===== src/rtl/scl_timing_pkg.sv =====
package scl_timing_pkg;
  typedef enum logic [1:0] {
    PH_IDLE = 2'd0,
    PH_LOW  = 2'd1,
    PH_WAIT = 2'd2,
    PH_HIGH = 2'd3
  } phase_t;

  // control -> datapath
  typedef struct packed {
    logic clrCnt;
    logic cntEn;
  } dpCtrl_t;

  // datapath -> control
  typedef struct packed {
    logic lowDone;
    logic highDone;
    logic holdHit;
    logic cntZero;
    logic sclHigh;
  } dpStat_t;
endpackage


===== src/rtl/scl_line_filter.sv =====
module scl_line_filter #(
  parameter int SPK_W = 8
) (
  input  logic             clk,
  input  logic             rstN,
  input  logic [SPK_W-1:0] spikeLen,
  input  logic             lineIn,
  output logic             lineOut
);
  logic             rawQ;
  logic [SPK_W-1:0] runCnt;

  always_ff @(posedge clk or negedge rstN) begin
    if (!rstN) begin
      rawQ    <= 1'b1;
      lineOut <= 1'b1;
      runCnt  <= '0;
    end else begin
      rawQ <= lineIn;
      if (rawQ == lineOut) begin
        runCnt <= '0;
      end else if (runCnt >= spikeLen) begin
        lineOut <= rawQ;
        runCnt  <= '0;
      end else begin
        runCnt <= runCnt + 1'b1;
      end
    end
  end
endmodule


===== src/rtl/scl_timing_dp.sv =====
module scl_timing_dp
  import scl_timing_pkg::*;
#(
  parameter int CNT_W = 16,
  parameter int SPK_W = 8
) (
  input  logic               clk,
  input  logic               rstN,
  input  logic               speedFast,
  input  logic [SPK_W-1:0]   spikeLen,
  input  logic [2*CNT_W-1:0] stdCounts,
  input  logic [2*CNT_W-1:0] fastCounts,
  input  logic [CNT_W-1:0]   sdaHold,
  input  logic               sclIn,
  input  logic               sdaIn,
  input  dpCtrl_t            ctrl,
  output dpStat_t            stat,
  output logic               sclFilt,
  output logic               sdaFilt
);
  localparam int NLINES = 2;
  localparam logic [CNT_W-1:0] HOLD_MIN = CNT_W'(2);

  logic [NLINES-1:0] rawLines;
  logic [NLINES-1:0] cleanLines;
  assign rawLines = {sdaIn, sclIn};

  for (genvar gi = 0; gi < NLINES; gi++) begin : g_filt
    scl_line_filter #(.SPK_W(SPK_W)) u_filt (
      .clk     (clk),
      .rstN    (rstN),
      .spikeLen(spikeLen),
      .lineIn  (rawLines[gi]),
      .lineOut (cleanLines[gi])
    );
  end

  assign sclFilt = cleanLines[0];
  assign sdaFilt = cleanLines[1];

  logic [2*CNT_W-1:0] selWord;
  logic [CNT_W-1:0]   hiReq, loReq, spkExt;
  logic [CNT_W-1:0]   effHigh, effLow, effHold;

  always_comb begin
    selWord = speedFast ? fastCounts : stdCounts;
    hiReq   = selWord[2*CNT_W-1:CNT_W];
    loReq   = selWord[CNT_W-1:0];
    spkExt  = CNT_W'(spikeLen);
    effLow  = (loReq <= spkExt + CNT_W'(7)) ? spkExt + CNT_W'(8) : loReq;
    effHigh = (hiReq <= spkExt + CNT_W'(5)) ? spkExt + CNT_W'(6) : hiReq;
    effHold = (sdaHold < HOLD_MIN) ? HOLD_MIN : sdaHold;
  end

  logic [CNT_W-1:0] phaseCnt;

  always_ff @(posedge clk or negedge rstN) begin
    if (!rstN)            phaseCnt <= '0;
    else if (ctrl.clrCnt) phaseCnt <= '0;
    else if (ctrl.cntEn)  phaseCnt <= phaseCnt + 1'b1;
  end

  always_comb begin
    stat.lowDone  = (phaseCnt == effLow - 1'b1);
    stat.highDone = (phaseCnt == effHigh - 1'b1);
    stat.holdHit  = (phaseCnt == effHold);
    stat.cntZero  = (phaseCnt == '0);
    stat.sclHigh  = sclFilt;
  end
endmodule


===== src/rtl/scl_timing_ctrl.sv =====
module scl_timing_ctrl
  import scl_timing_pkg::*;
(
  input  logic    clk,
  input  logic    rstN,
  input  logic    enable,
  input  dpStat_t stat,
  output dpCtrl_t ctrl,
  output logic    sclDriveLow,
  output logic    holdStb,
  output logic    sampleStb
);
  phase_t phase, phaseNext;

  always_ff @(posedge clk or negedge rstN) begin
    if (!rstN) phase <= PH_IDLE;
    else       phase <= phaseNext;
  end

  always_comb begin
    phaseNext   = phase;
    ctrl.clrCnt = 1'b0;
    case (phase)
      PH_IDLE: if (enable) begin
        phaseNext   = PH_LOW;
        ctrl.clrCnt = 1'b1;
      end
      PH_LOW: if (stat.lowDone) begin
        phaseNext   = PH_WAIT;
        ctrl.clrCnt = 1'b1;
      end
      PH_WAIT: begin
        ctrl.clrCnt = 1'b1;
        if (stat.sclHigh) phaseNext = PH_HIGH;
      end
      PH_HIGH: if (stat.highDone) begin
        phaseNext   = enable ? PH_LOW : PH_IDLE;
        ctrl.clrCnt = 1'b1;
      end
      default: phaseNext = PH_IDLE;
    endcase
  end

  assign ctrl.cntEn  = (phase == PH_LOW) || (phase == PH_HIGH);
  assign sclDriveLow = (phase == PH_LOW);
  assign holdStb     = (phase == PH_LOW) && stat.holdHit;
  assign sampleStb   = (phase == PH_HIGH) && stat.cntZero;
endmodule


===== src/rtl/scl_timing_gen.sv =====
module scl_timing_gen
  import scl_timing_pkg::*;
#(
  parameter int CNT_W = 16,
  parameter int SPK_W = 8
) (
  input  logic               clk,
  input  logic               rstN,
  input  logic               enable,
  input  logic               speedFast,
  input  logic [SPK_W-1:0]   spikeLen,
  input  logic [2*CNT_W-1:0] stdCounts,
  input  logic [2*CNT_W-1:0] fastCounts,
  input  logic [CNT_W-1:0]   sdaHold,
  input  logic               sclIn,
  input  logic               sdaIn,
  output logic               sclFilt,
  output logic               sdaFilt,
  output logic               sclDriveLow,
  output logic               holdStb,
  output logic               sampleStb
);
  dpCtrl_t ctrl;
  dpStat_t stat;

  scl_timing_dp #(.CNT_W(CNT_W), .SPK_W(SPK_W)) u_dp (
    .clk       (clk),
    .rstN      (rstN),
    .speedFast (speedFast),
    .spikeLen  (spikeLen),
    .stdCounts (stdCounts),
    .fastCounts(fastCounts),
    .sdaHold   (sdaHold),
    .sclIn     (sclIn),
    .sdaIn     (sdaIn),
    .ctrl      (ctrl),
    .stat      (stat),
    .sclFilt   (sclFilt),
    .sdaFilt   (sdaFilt)
  );

  scl_timing_ctrl u_ctrl (
    .clk        (clk),
    .rstN       (rstN),
    .enable     (enable),
    .stat       (stat),
    .ctrl       (ctrl),
    .sclDriveLow(sclDriveLow),
    .holdStb    (holdStb),
    .sampleStb  (sampleStb)
  );
endmodule


===== config.mk =====
export PLATFORM = sky130hd
export DESIGN_NAME = scl_timing_gen
export DESIGN_NICKNAME = d
export VERILOG_FILES = /design/src/rtl/scl_timing_pkg.sv /design/src/rtl/scl_line_filter.sv /design/src/rtl/scl_timing_dp.sv /design/src/rtl/scl_timing_ctrl.sv /design/src/rtl/scl_timing_gen.sv
export SDC_FILE = /design/constraint.sdc
export NUM_CORES = 1
export LEC_CHECK = 0
export BUFFER_PORTS_ARGS = -buffer_cell sky130_fd_sc_hd__buf_4
export CAP_MARGIN = 10
export CORE_UTILIZATION = 63
export DETAILED_ROUTE_END_ITERATION = 12
export GPL_TIMING_DRIVEN = 1
export PLACE_DENSITY = 0.95
export REMOVE_ABC_BUFFERS = 1
export SLEW_MARGIN = 5
export SYNTH_ARGS = -nofsm -noshare
export SYNTH_HDL_FRONTEND = slang
export SYNTH_SLANG_ARGS = --single-unit

===== constraint.sdc =====
create_clock -name clk -period 8.1 [get_ports clk]
set_input_delay 0.81 -clock clk [delete_from_list [all_inputs] [get_ports clk]]
set_output_delay 0.81 -clock clk [all_outputs]
set_load 0.01 [all_outputs]

==> impl_metrics.json, run 1 <==
{
  "status": "completed",
  "hold_viol_final": 0,
  "worstPathMaxFanout": 21,
  "antenna_found_initial": 0,
  "design_area_mm2": 0.00630,
  "cpPeakStageDelay_ps": 610,
  "fmax_ghz": 0.154,
  "syn_inst": 676,
  "p_leak_nw": 2.83,
  "clk_pin_slew_worst_paths_ps": 80,
  "crit_path_end_kind": "flip-flop",
  "cts_buffer_depth": 2,
  "crit_top_cell": "ha_1",
  "synth_area_mm2": 0.00546,
  "postCtsHoldBufs": 0,
  "numCtsBuffers": 5,
  "postSynthAreaPerCell_um2": 8.08,
  "r2r_end": "u_dp.phaseCnt[4]",
  "die_y_um": 95.1,
  "cp_data_required_time_ps": 8250,
  "skew_ps": 7.62,
  "ys_seq_area_share_pct": 17.5,
  "cts_tree": "done",
  "gr-total-overflow": 0,
  "crit_chain": "buf_4 -> inv_1 -> ha_1 -> a21boi_0 -> nor2b_1 -> xnor2_1 -> ha_1 -> a21o_1 -> a21oi_1 -> nor2b_1 -> o41ai_1 -> nand2_1 -> o21ai_1 -> ha_1 -> nand3b_1 -> or3_1 -> mux2i_1 -> nand3_1 -> xnor2_1 -> and4_1 -> o2111a_1 -> a211oi_1 -> o22ai_2 -> nor2_1",
  "clkLatencyLatePin_ps": 290,
  "critPathBufInv": 2,
  "num_vias": 5525,
  "synthFlopType": "dfrtp_1",
  "wl_per_cell_um": 18.4,
  "antenna_cells": 0,
  "die_x_um": 95.1,
  "pre_cts_ws_ps": 1340,
  "synthTopCellsByArea": "dfrtp_1 (16%), ha_1 (12%), xnor2_1 (11%), xor2_1 (6.1%), mux2i_1 (5.7%)",
  "ys_seq_elements": 38,
  "slowest_stage": "o22ai_2",
  "synth_top_area_cell": "dfrtp_1",
  "grt_start_max_net_pins": 52,
  "setup_ws_ps": 1590,
  "yosysUniqueCellTypes": 71,
  "irDropWorstVdd_uv": 233,
  "worst_setup_path_start_kind": "input pin",
  "dp_hpwl_mm": 12.6,
  "finalCritPeriodShare_pct": 80.3,
  "layout.nets": 900,
  "final_core_util_pct": 75.9,
  "io_pins": 99,
  "detail-route-antenna-nets": 0,
  "timing.hold.ws_ps": 469,
  "rows": 33,
  "cpLargestDelayFamily": "compound AO/OA/AOI/OAI gates",
  "place_area_mm2": 0.00621,
  "period_minus_slack_ps": 6510,
  "dieArea_mm2": 0.00904,
  "drt-total-wl_mm": 15.9,
  "synth_top_area_share_pct": 15.6,
  "vias_per_cell": 6.42,
  "critPathKind": "in2reg",
  "gp_congestion": 0.917,
  "start_util_pct": 65.8,
  "power_mw": 0.866,
  "drv_cap": 0,
  "instances_no_fill": 861,
  "r2r_setup_slack_ps": 4940,
  "fp.coreArea_mm2": 0.00830,
  "async_flop_share_pct": 100,
  "yosys_warnings": 0,
  "p_per_area_mw_per_mm2": 137,
  "tightestPinTransition_ps": 778,
  "cts_resized": 0,
  "r2r_start": "u_dp.phaseCnt[6]",
  "grt_setup_unrepaired": "no",
  "drc": 0,
  "dpl.cell_count": 853,
  "reg2reg_depth": 11,
  "drive_gt1_share_pct": 19.3,
  "first_iter_violations": 325,
  "finalSetupTns_ps": 0,
  "cts_sinks": 38,
  "grt_pass1_wl_mm": 25.2,
  "hold_class": "in2async",
  "root_buffer": "clkbuf_8",
  "setup_violations": 0,
  "area_delta_synth_final_pct": 15.4,
  "synth_enable_flop_cells": 0,
  "gr-usage-all-layers_pct": 35.8,
  "ctsHtreeMaxLevel": 2,
  "firstDrtPassIters": 5,
  "fillers": 612,
  "timing.slew.headroom_pct": 48.0,
  "arrival_ps": 6650,
  "grt_pass1_vias": 5425,
  "post_cts_buffers": 0,
  "io_buffers": 98,
  "final_max_slew_viol_count": 0
}
-- per-layer routing --
layer	up-vias	global-route usage [%]	wire, um
met4	0	12.8	395
met1	2653	43.6	6430
met2	236	63.5	7960
met5	-	0	0
met3	45	5.74	1080
li1	2591	-	-
-- placed cells by master (no fill, tap or decap), types with 12 or more instances in the layout --
cell type  netlist  routed
a21oi_1         35      35
and3_1          13      13
buf_4            3      98
dfrtp_1         34      34
ha_1            51      51
inv_1           30      30
mux2_2          13      13
mux2i_1         31      31
nand2_1         33      33
nand3_1         33      33
nand4_1         15      15
nor2_1          63      63
nor2b_1         12      12
nor3_1          25      25
nor4_1          12      12
o21ai_0         20      20
xnor2_1         68      68
xor2_1          38      38
-- area by class of cell --
| cell class | count | area, um^2 | share of cell area, % |
|---|---|---|---|
| multi-input cells | 582 | 4270 | 67.8 |
| repair buffers | 98 | 736 | 11.7 |
| clock buffers | 6 | 82.6 | 1.31 |
| inverters | 30 | 113 | 1.79 |
| well taps | 105 | 131 | 2.08 |
| flip-flops and latches | 38 | 956 | 15.2 |
| clock inverters | 2 | 12.5 | 0.199 |
-- registers in the layout, indices dropped and copies added, names as in the netlist --
register and count:
u_ctrl.phase 2, u_dp.g_filt.u_filt.lineOut 2, u_dp.g_filt.u_filt.rawQ 2, u_dp.g_filt.u_filt.runCnt 16
u_dp.phaseCnt 16
-- cell families (layout without fill, tap and decap cells) --
| logic type | Yosys count | after routing | share of synthesized area [%] |
|---|---|---|---|
| xor gates and xnor gates | 106 | 106 | 17.0 |
| adders and majority gates | 51 | 51 | 11.7 |
| muxes | 49 | 49 | 9.65 |
| AOI/OAI and AO/OA | 120 | 120 | 14.9 |
| and+or+nand+nor | 256 | 256 | 25.0 |
| buffers and inverters | 56 | 136 | 4.26 |
| DFF | 38 | 38 | 17.5 |
-- report_power, final --
part	switching (mW)	leakage, nW	internal, mW
sequential	0.0436	0.505	0.221
combinational	0.254	2.28	0.207
clock	0.0721	0.0472	0.0685
-- synthesized netlist by cell type, types with 9 or more instances --
| cell | n |
|---|---|
| nand2b_1 | 11 |
| nor3_1 | 25 |
| xnor2_1 | 68 |
| and3_1 | 13 |
| nor2_1 | 63 |
| nand2_1 | 33 |
| mux2i_1 | 31 |
| nor4_1 | 12 |
| nand4_1 | 15 |
| inv_1 | 30 |
| o21ai_1 | 9 |
| dfrtp_1 | 34 |
| mux2_2 | 13 |
| nor2b_1 | 12 |
| clkbuf_1 | 18 |
| nand3_1 | 33 |
| xor2_1 | 38 |
| o21ai_0 | 20 |
| ha_1 | 51 |
| a21oi_1 | 35 |
-- how the worst max path moves through the flow --
stage	from	to	cells past startpoint
after CTS	spikeLen[2]	u_dp.phaseCnt[15]	24
after floorplan	spikeLen[2]	u_dp.phaseCnt[2]	23
after global placement	spikeLen[2]	u_dp.phaseCnt[2]	24
final	spikeLen[2]	u_dp.phaseCnt[4]	24
after global routing	spikeLen[2]	u_dp.phaseCnt[15]	24
after detailed placement	spikeLen[2]	u_dp.phaseCnt[6]	24
Note: power is estimated with default switching activity, not from simulation.
==> run 2, diff against run 1 <==
- CORE_UTILIZATION: 63 -> 53
- PLACE_DENSITY: 0.95 -> 0.91
- clock period: 8.1 -> 5.52 ns (I/O delays scaled with it)
==> run 2 against run 1 <==
  * Sequential power rose by 46%
  * Power is 59% higher
  * Die area rose by 18%
  * First-iteration DRC count grew 41%
  * Via count fell by 1.1%
  * Non-clock buffer count up 7
  * Worst setup slack lost 1400 ps
  * Clock skew fell by 0.54 ps
  * Clock power increased by 110%
  * Critical path depth rose by 1
  * Largest cell class unchanged
==> impl_metrics.json, run 2 (synthesis results as in run 1) <==
{
  "p_sw_share_pct": 39.6,
  "mostFrequentLayoutCells": "buf_4 (105), xnor2_1 (68), nor2_1 (62)",
  "top_regs": "u_dp.g_filt.u_filt.runCnt (16), u_dp.phaseCnt (16)",
  "drc": 0,
  "p_clk_share_pct": 21.7,
  "grt_start_max_net_pins": 39,
  "cpLargestDelayFamily": "compound AO/OA/AOI/OAI gates",
  "worst_setup_path_start_kind": "input pin",
  "numCtsBuffers": 5,
  "cts_tree": "done",
  "first_iter_violations": 458,
  "setup_ws_ps": 213,
  "cts_buffer_depth": 2,
  "dp_hpwl_mm": 11.6,
  "gp_congestion": 0.930,
  "status": "completed",
  "clkLatencyLatePin_ps": 300,
  "gr-total-overflow": 0,
  "cp_data_required_time_ps": 5740,
  "layout.nets": 907,
  "drt-total-wl_mm": 15.1,
  "crit_path_end_kind": "flip-flop",
  "r2r_end": "u_ctrl.phase[1]",
  "clk_pin_slew_worst_paths_ps": 80,
  "detail-route-antenna-nets": 0,
  "final_max_slew_viol_count": 0,
  "final_common_cell": "buf_4",
  "finalCritPeriodShare_pct": 96.1,
  "root_buffer": "clkbuf_8",
  "antenna_cells": 0,
  "grt_pass1_wl_mm": 24.3,
  "hold_class": "in2async",
  "io_buffers": 98,
  "slowest_stage": "o41ai_2",
  "die_y_um": 103,
  "drive_gt1_share_pct": 21.0,
  "die_x_um": 103,
  "p_sw_mw": 0.544,
  "hold_viol_final": 0,
  "area_delta_synth_final_pct": 18.4,
  "arrival_ps": 5520,
  "skew_ps": 7.08,
  "p_leak_nw": 2.89,
  "r2r_start": "u_dp.phaseCnt[6]",
  "vias_per_cell": 6.10,
  "r2r_setup_slack_ps": 2570,
  "fmax_ghz": 0.188,
  "ctsHtreeMaxLevel": 2,
  "gr-usage-all-layers_pct": 29.1,
  "post_cts_buffers": 0,
  "p_per_area_mw_per_mm2": 213,
  "finalSetupTns_ps": 0,
  "reg2reg_depth": 11,
  "pre_cts_ws_ps": 1.98,
  "p_int_mw": 0.830,
  "dieArea_mm2": 0.0107,
  "num_vias": 5464,
  "tightestPinTransition_ps": 584,
  "firstDrtPassIters": 6,
  "io_pins": 99,
  "fp.coreArea_mm2": 0.00986,
  "cts_sinks": 38,
  "rows": 36,
  "grt_setup_unrepaired": "yes",
  "setup_violations": 0,
  "irDropWorstVdd_uv": 160,
  "combPwrFrac_pct": 50.0,
  "drv_cap": 0,
  "p_seq_share_pct": 28.2,
  "worstPathMaxFanout": 16,
  "power_mw": 1.37,
  "grt_pass1_vias": 5238,
  "critPathBufInv": 3,
  "antenna_found_initial": 0,
  "critPathKind": "in2reg",
  "start_util_pct": 55.3,
  "wl_per_cell_um": 16.9,
  "cpPeakStageDelay_ps": 400,
  "period_minus_slack_ps": 5310,
  "postCtsHoldBufs": 0,
  "timing.slew.headroom_pct": 60.9
}
## run 2: how the worst max path moves through the flow
stage | start | end | slack [ps] | depth (start not counted)
2_1_floorplan | spikeLen[2] | u_dp.phaseCnt[2] | 80 | 23
3_3_place_gp | spikeLen[1] | u_ctrl.phase[1] | 210 | 24
3_5_place_dp | spikeLen[1] | u_ctrl.phase[1] | 2 | 24
5_1_grt | spikeLen[1] | u_dp.phaseCnt[2] | -120 | 25
6_report | spikeLen[1] | u_dp.phaseCnt[2] | 210 | 25
4_1_cts | spikeLen[1] | u_ctrl.phase[1] | 170 | 24
## run 2: final cells by class
type                       count  area, um^2
multi-input combinational    582        4300
clock inverter                 2        60.1
sequential                    38         956
clock buffer                   6        82.6
timing repair buffer         105         788
inverter                      30         113
fill                         772        3400
tap                          133         166
## run 2: repair_timing
action,in CTS,in global routing
resized for setup,0,9
endpoints found under the setup margin,0,18
endpoints found under the hold margin,0,0
## run 2: worst reg2reg max path, stage by stage, from the launching register on
cell and delay [ps]:
dfrtp_1 580, nand2_1 140, nor2_1 50, a31o_1 200
a211oi_2 330, xor2_1 180, a31oi_1 100, o211a_1 250
a211oi_2 160, o2111ai_2 240, a21oi_1 270, mux2_1 340
## run 2: power by group through the flow
stage / clock network (mW) / registers (mW) / logic [mW]
finish: 0.299 / 0.388 / 0.687
global route: 0.313 / 0.395 / 0.763
CTS: 0.301 / 0.386 / 0.677
detailed placement: 0 / 0.392 / 0.668
global placement: 0 / 0.390 / 0.645
floorplan: 0 / 0.377 / 0.447
## run 2: stage by stage
step	util, %	instance area (um^2)	instances	hold slack [ps]
2_1_floorplan	-	5340	650	256
3_3_place_gp	63.8	6290	888	496
3_5_place_dp	63.8	6290	888	508
4_1_cts	65.2	6440	896	230
5_1_grt	65.5	6460	896	237
6_report	65.5	6460	896	219
## run 2: per-layer routing
layer / routed length (um) / vias up / global-route usage, % / part of all wire (%)
met3: 1260 / 55 / 4.37 / 8.3
met5: 0 / - / 0 / 0
met2: 7190 / 269 / 49.1 / 48
met4: 504 / 0 / 12.4 / 3.3
met1: 6180 / 2534 / 37.1 / 41
li1: - / 2606 / - / -
==> run 3, diff against run 2 <==
- ABC_AREA: default -> 1
==> run 3 against run 2 <==
  * Routed wire length is 2.0% lower
  * Via count is 10% higher
  * Sequential power is 2% lower
  * Largest cell class unchanged
  * Count of clock-buffer cells in the layout is 2 higher
  * Critical path type unchanged
  * Register-to-register slack better by 180 ps
==> impl_metrics.json, run 3 <==
{
  "worstPathMaxFanout": 32,
  "r2r_start": "u_ctrl.phase[1]",
  "cts_resized": 0,
  "drc": 0,
  "ys_seq_elements": 38,
  "finalSetupTns_ps": 0,
  "cts_tree": "done",
  "setup_violations": 0,
  "antenna_cells": 0,
  "rows": 37,
  "hold_class": "in2async",
  "gp_congestion": 1.00,
  "async_flop_share_pct": 100,
  "gr-total-overflow": 0,
  "numCtsBuffers": 5,
  "yosysUniqueCellTypes": 46,
  "synthFlopType": "dfrtp_1",
  "antenna_found_initial": 0,
  "synth-simple-area-share_pct": 42.2,
  "mostFrequentLayoutCells": "nand2_1 (260), inv_1 (115), buf_4 (98)",
  "io_buffers": 98,
  "synth_top_family_by_area": "simple AND/OR/NAND/NOR gates",
  "gr-usage-all-layers_pct": 27.2,
  "cts_sinks": 38,
  "synth-xor-area-share_pct": 9.10,
  "synth.most_common_cell": "nand2_1",
  "synthMuxAreaShare_pct": 0.551,
  "io_pins": 99,
  "p_int_mw": 0.682,
  "fmax_ghz": 0.217,
  "firstDrtPassIters": 5,
  "r2r_setup_slack_ps": 2750,
  "synth_top_area_cell": "nand2_1",
  "synthTopCellsByArea": "nand2_1 (17%), dfrtp_1 (15%), ha_1 (11%), xor2_1 (7.7%), inv_1 (7.6%)",
  "yosys.area_share.adder_pct": 11.2,
  "synth_enable_flop_cells": 0,
  "grt_pass1_vias": 5644,
  "post_cts_buffers": 0,
  "cp_data_required_time_ps": 5660,
  "skew_ps": 5.60,
  "period_minus_slack_ps": 4610,
  "fp.coreArea_mm2": 0.0104,
  "ctsHtreeMaxLevel": 2,
  "grt_pass1_wl_mm": 24.9,
  "clk_pin_slew_worst_paths_ps": 70,
  "p_sw_share_pct": 45.3,
  "p_leak_nw": 3.47,
  "r2r_end": "u_dp.phaseCnt[14]",
  "worst_setup_path_start_kind": "input pin",
  "grt_start_max_net_pins": 39,
  "synth_top_area_share_pct": 17.2,
  "dieArea_mm2": 0.0111,
  "synth_area_mm2": 0.00568,
  "drt-total-wl_mm": 14.8,
  "place_area_mm2": 0.00647,
  "area_delta_synth_final_pct": 15.4,
  "synth_common_cells": "nand2_1 (260), inv_1 (115), nand3_1 (75)",
  "postSynthAreaPerCell_um2": 6.28,
  "postCtsHoldBufs": 0,
  "combPwrFrac_pct": 55.2,
  "detail-route-antenna-nets": 0,
  "p_clk_share_pct": 14.4,
  "endpoint": "u_dp.phaseCnt[2]",
  "timing.hold.ws_ps": 229,
  "hold_viol_final": 0,
  "drv_cap": 0,
  "die_y_um": 105,
  "clkLatencyLatePin_ps": 290,
  "syn_inst": 904,
  "final_common_cell": "nand2_1",
  "critPathKind": "in2reg",
  "yosys_warnings": 0,
  "p_per_area_mw_per_mm2": 190,
  "p_seq_share_pct": 30.4,
  "synth_compound_area_share_pct": 10.0,
  "reg2reg_depth": 15,
  "final_max_slew_viol_count": 0,
  "vias_per_cell": 5.33,
  "die_x_um": 105,
  "crit_path_end_kind": "flip-flop",
  "grt_setup_unrepaired": "no",
  "start_util_pct": 54.7,
  "top_regs": "u_dp.g_filt.u_filt.runCnt (16), u_dp.phaseCnt (16)",
  "first_iter_violations": 372,
  "p_sw_mw": 0.565,
  "design_area_mm2": 0.00655,
  "ys_seq_area_share_pct": 16.8,
  "finalCritPeriodShare_pct": 83.6,
  "final_core_util_pct": 63.2,
  "dp_hpwl_mm": 12.2,
  "num_vias": 6011,
  "layout.nets": 1136,
  "timing.slew.headroom_pct": 49.0,
  "irDropWorstVdd_uv": 203,
  "tightestPinTransition_ps": 764,
  "drive_gt1_share_pct": 19.1,
  "arrival_ps": 4750,
  "wl_per_cell_um": 13.2,
  "root_buffer": "clkbuf_8",
  "status": "completed",
  "cts_buffer_depth": 2,
  "startpoint": "speedFast"
}
[run 3: worst max-delay path, stage by stage]
cell and delay [ps]:
buf_4 280, inv_2 280, or2_2 350, o21ai_0 150, inv_1 90, ha_1 310, nand2_1 70, nor2_1 150
nand2_1 70, nor3_1 330, nand3b_4 190, nand2_4 170, nand2_1 70, nand2_1 130, ha_1 200, nand3_1 140
inv_2 140, nand3_1 110, nor2_1 130, xnor2_1 130, inv_1 50, nor2_1 180, nand3_2 110, nand3_4 240
a21oi_1 100
[run 3: cells by family (layout without fill, tap and decap cells)]
kind of cell / Yosys count / in the layout
buffers and inverters: 140 / 228
XOR/XNOR: 59 / 59
AO/OA/AOI/OAI: 94 / 94
adder cells (fa/ha/maj): 51 / 51
multiplexers: 3 / 3
AND/OR/NAND/NOR: 519 / 519
flip-flops: 38 / 38
[run 3: through the flow]
stage / setup WS (ps) / cells / power, mW
2_1_floorplan: 1520 / 886 / 0.845
5_1_grt: 458 / 1128 / 1.36
4_1_cts: 953 / 1128 / 1.25
3_5_place_dp: 662 / 1120 / 1.07
3_3_place_gp: 807 / 1120 / 1.04
6_report: 908 / 1128 / 1.25
[run 3: power by group through the flow]
stage,logic (mW),registers (mW),clock network (mW)
finish,0.689,0.379,0.180
global route,0.780,0.385,0.192
CTS,0.688,0.378,0.183
detailed placement,0.684,0.383,0
global placement,0.664,0.381,0
floorplan,0.475,0.371,0
[run 3: layout make-up]
type | instances | area, um^2
fillers | 957 | 3820
multi-input cells | 726 | 4150
clock buffers | 8 | 80.1
well taps | 136 | 170
flip-flops and latches | 38 | 956
inverters | 122 | 458
repair buffers | 98 | 736
[run 3: how the worst min path moves through the flow]
stage                                      endpoint  slack [ps]  cells after the start
floorplan                           u_ctrl.phase[0]         260                      0
global placement    u_dp.g_filt[1].u_filt.runCnt[0]         470                      1
detailed placement  u_dp.g_filt[1].u_filt.runCnt[0]         480                      1
CTS                               u_dp.phaseCnt[13]         240                      1
global route                      u_dp.phaseCnt[13]         260                      1
finish                            u_dp.phaseCnt[13]         230                      1
[run 3: per-layer routing]
layer  track usage, %  vias up  wire (um)
met1             35.1     2714       6610
met3             1.86       27        777
li1                 -     3085          -
met2             48.4      185       7140
met5                0        -          0
met4             8.55        0        308
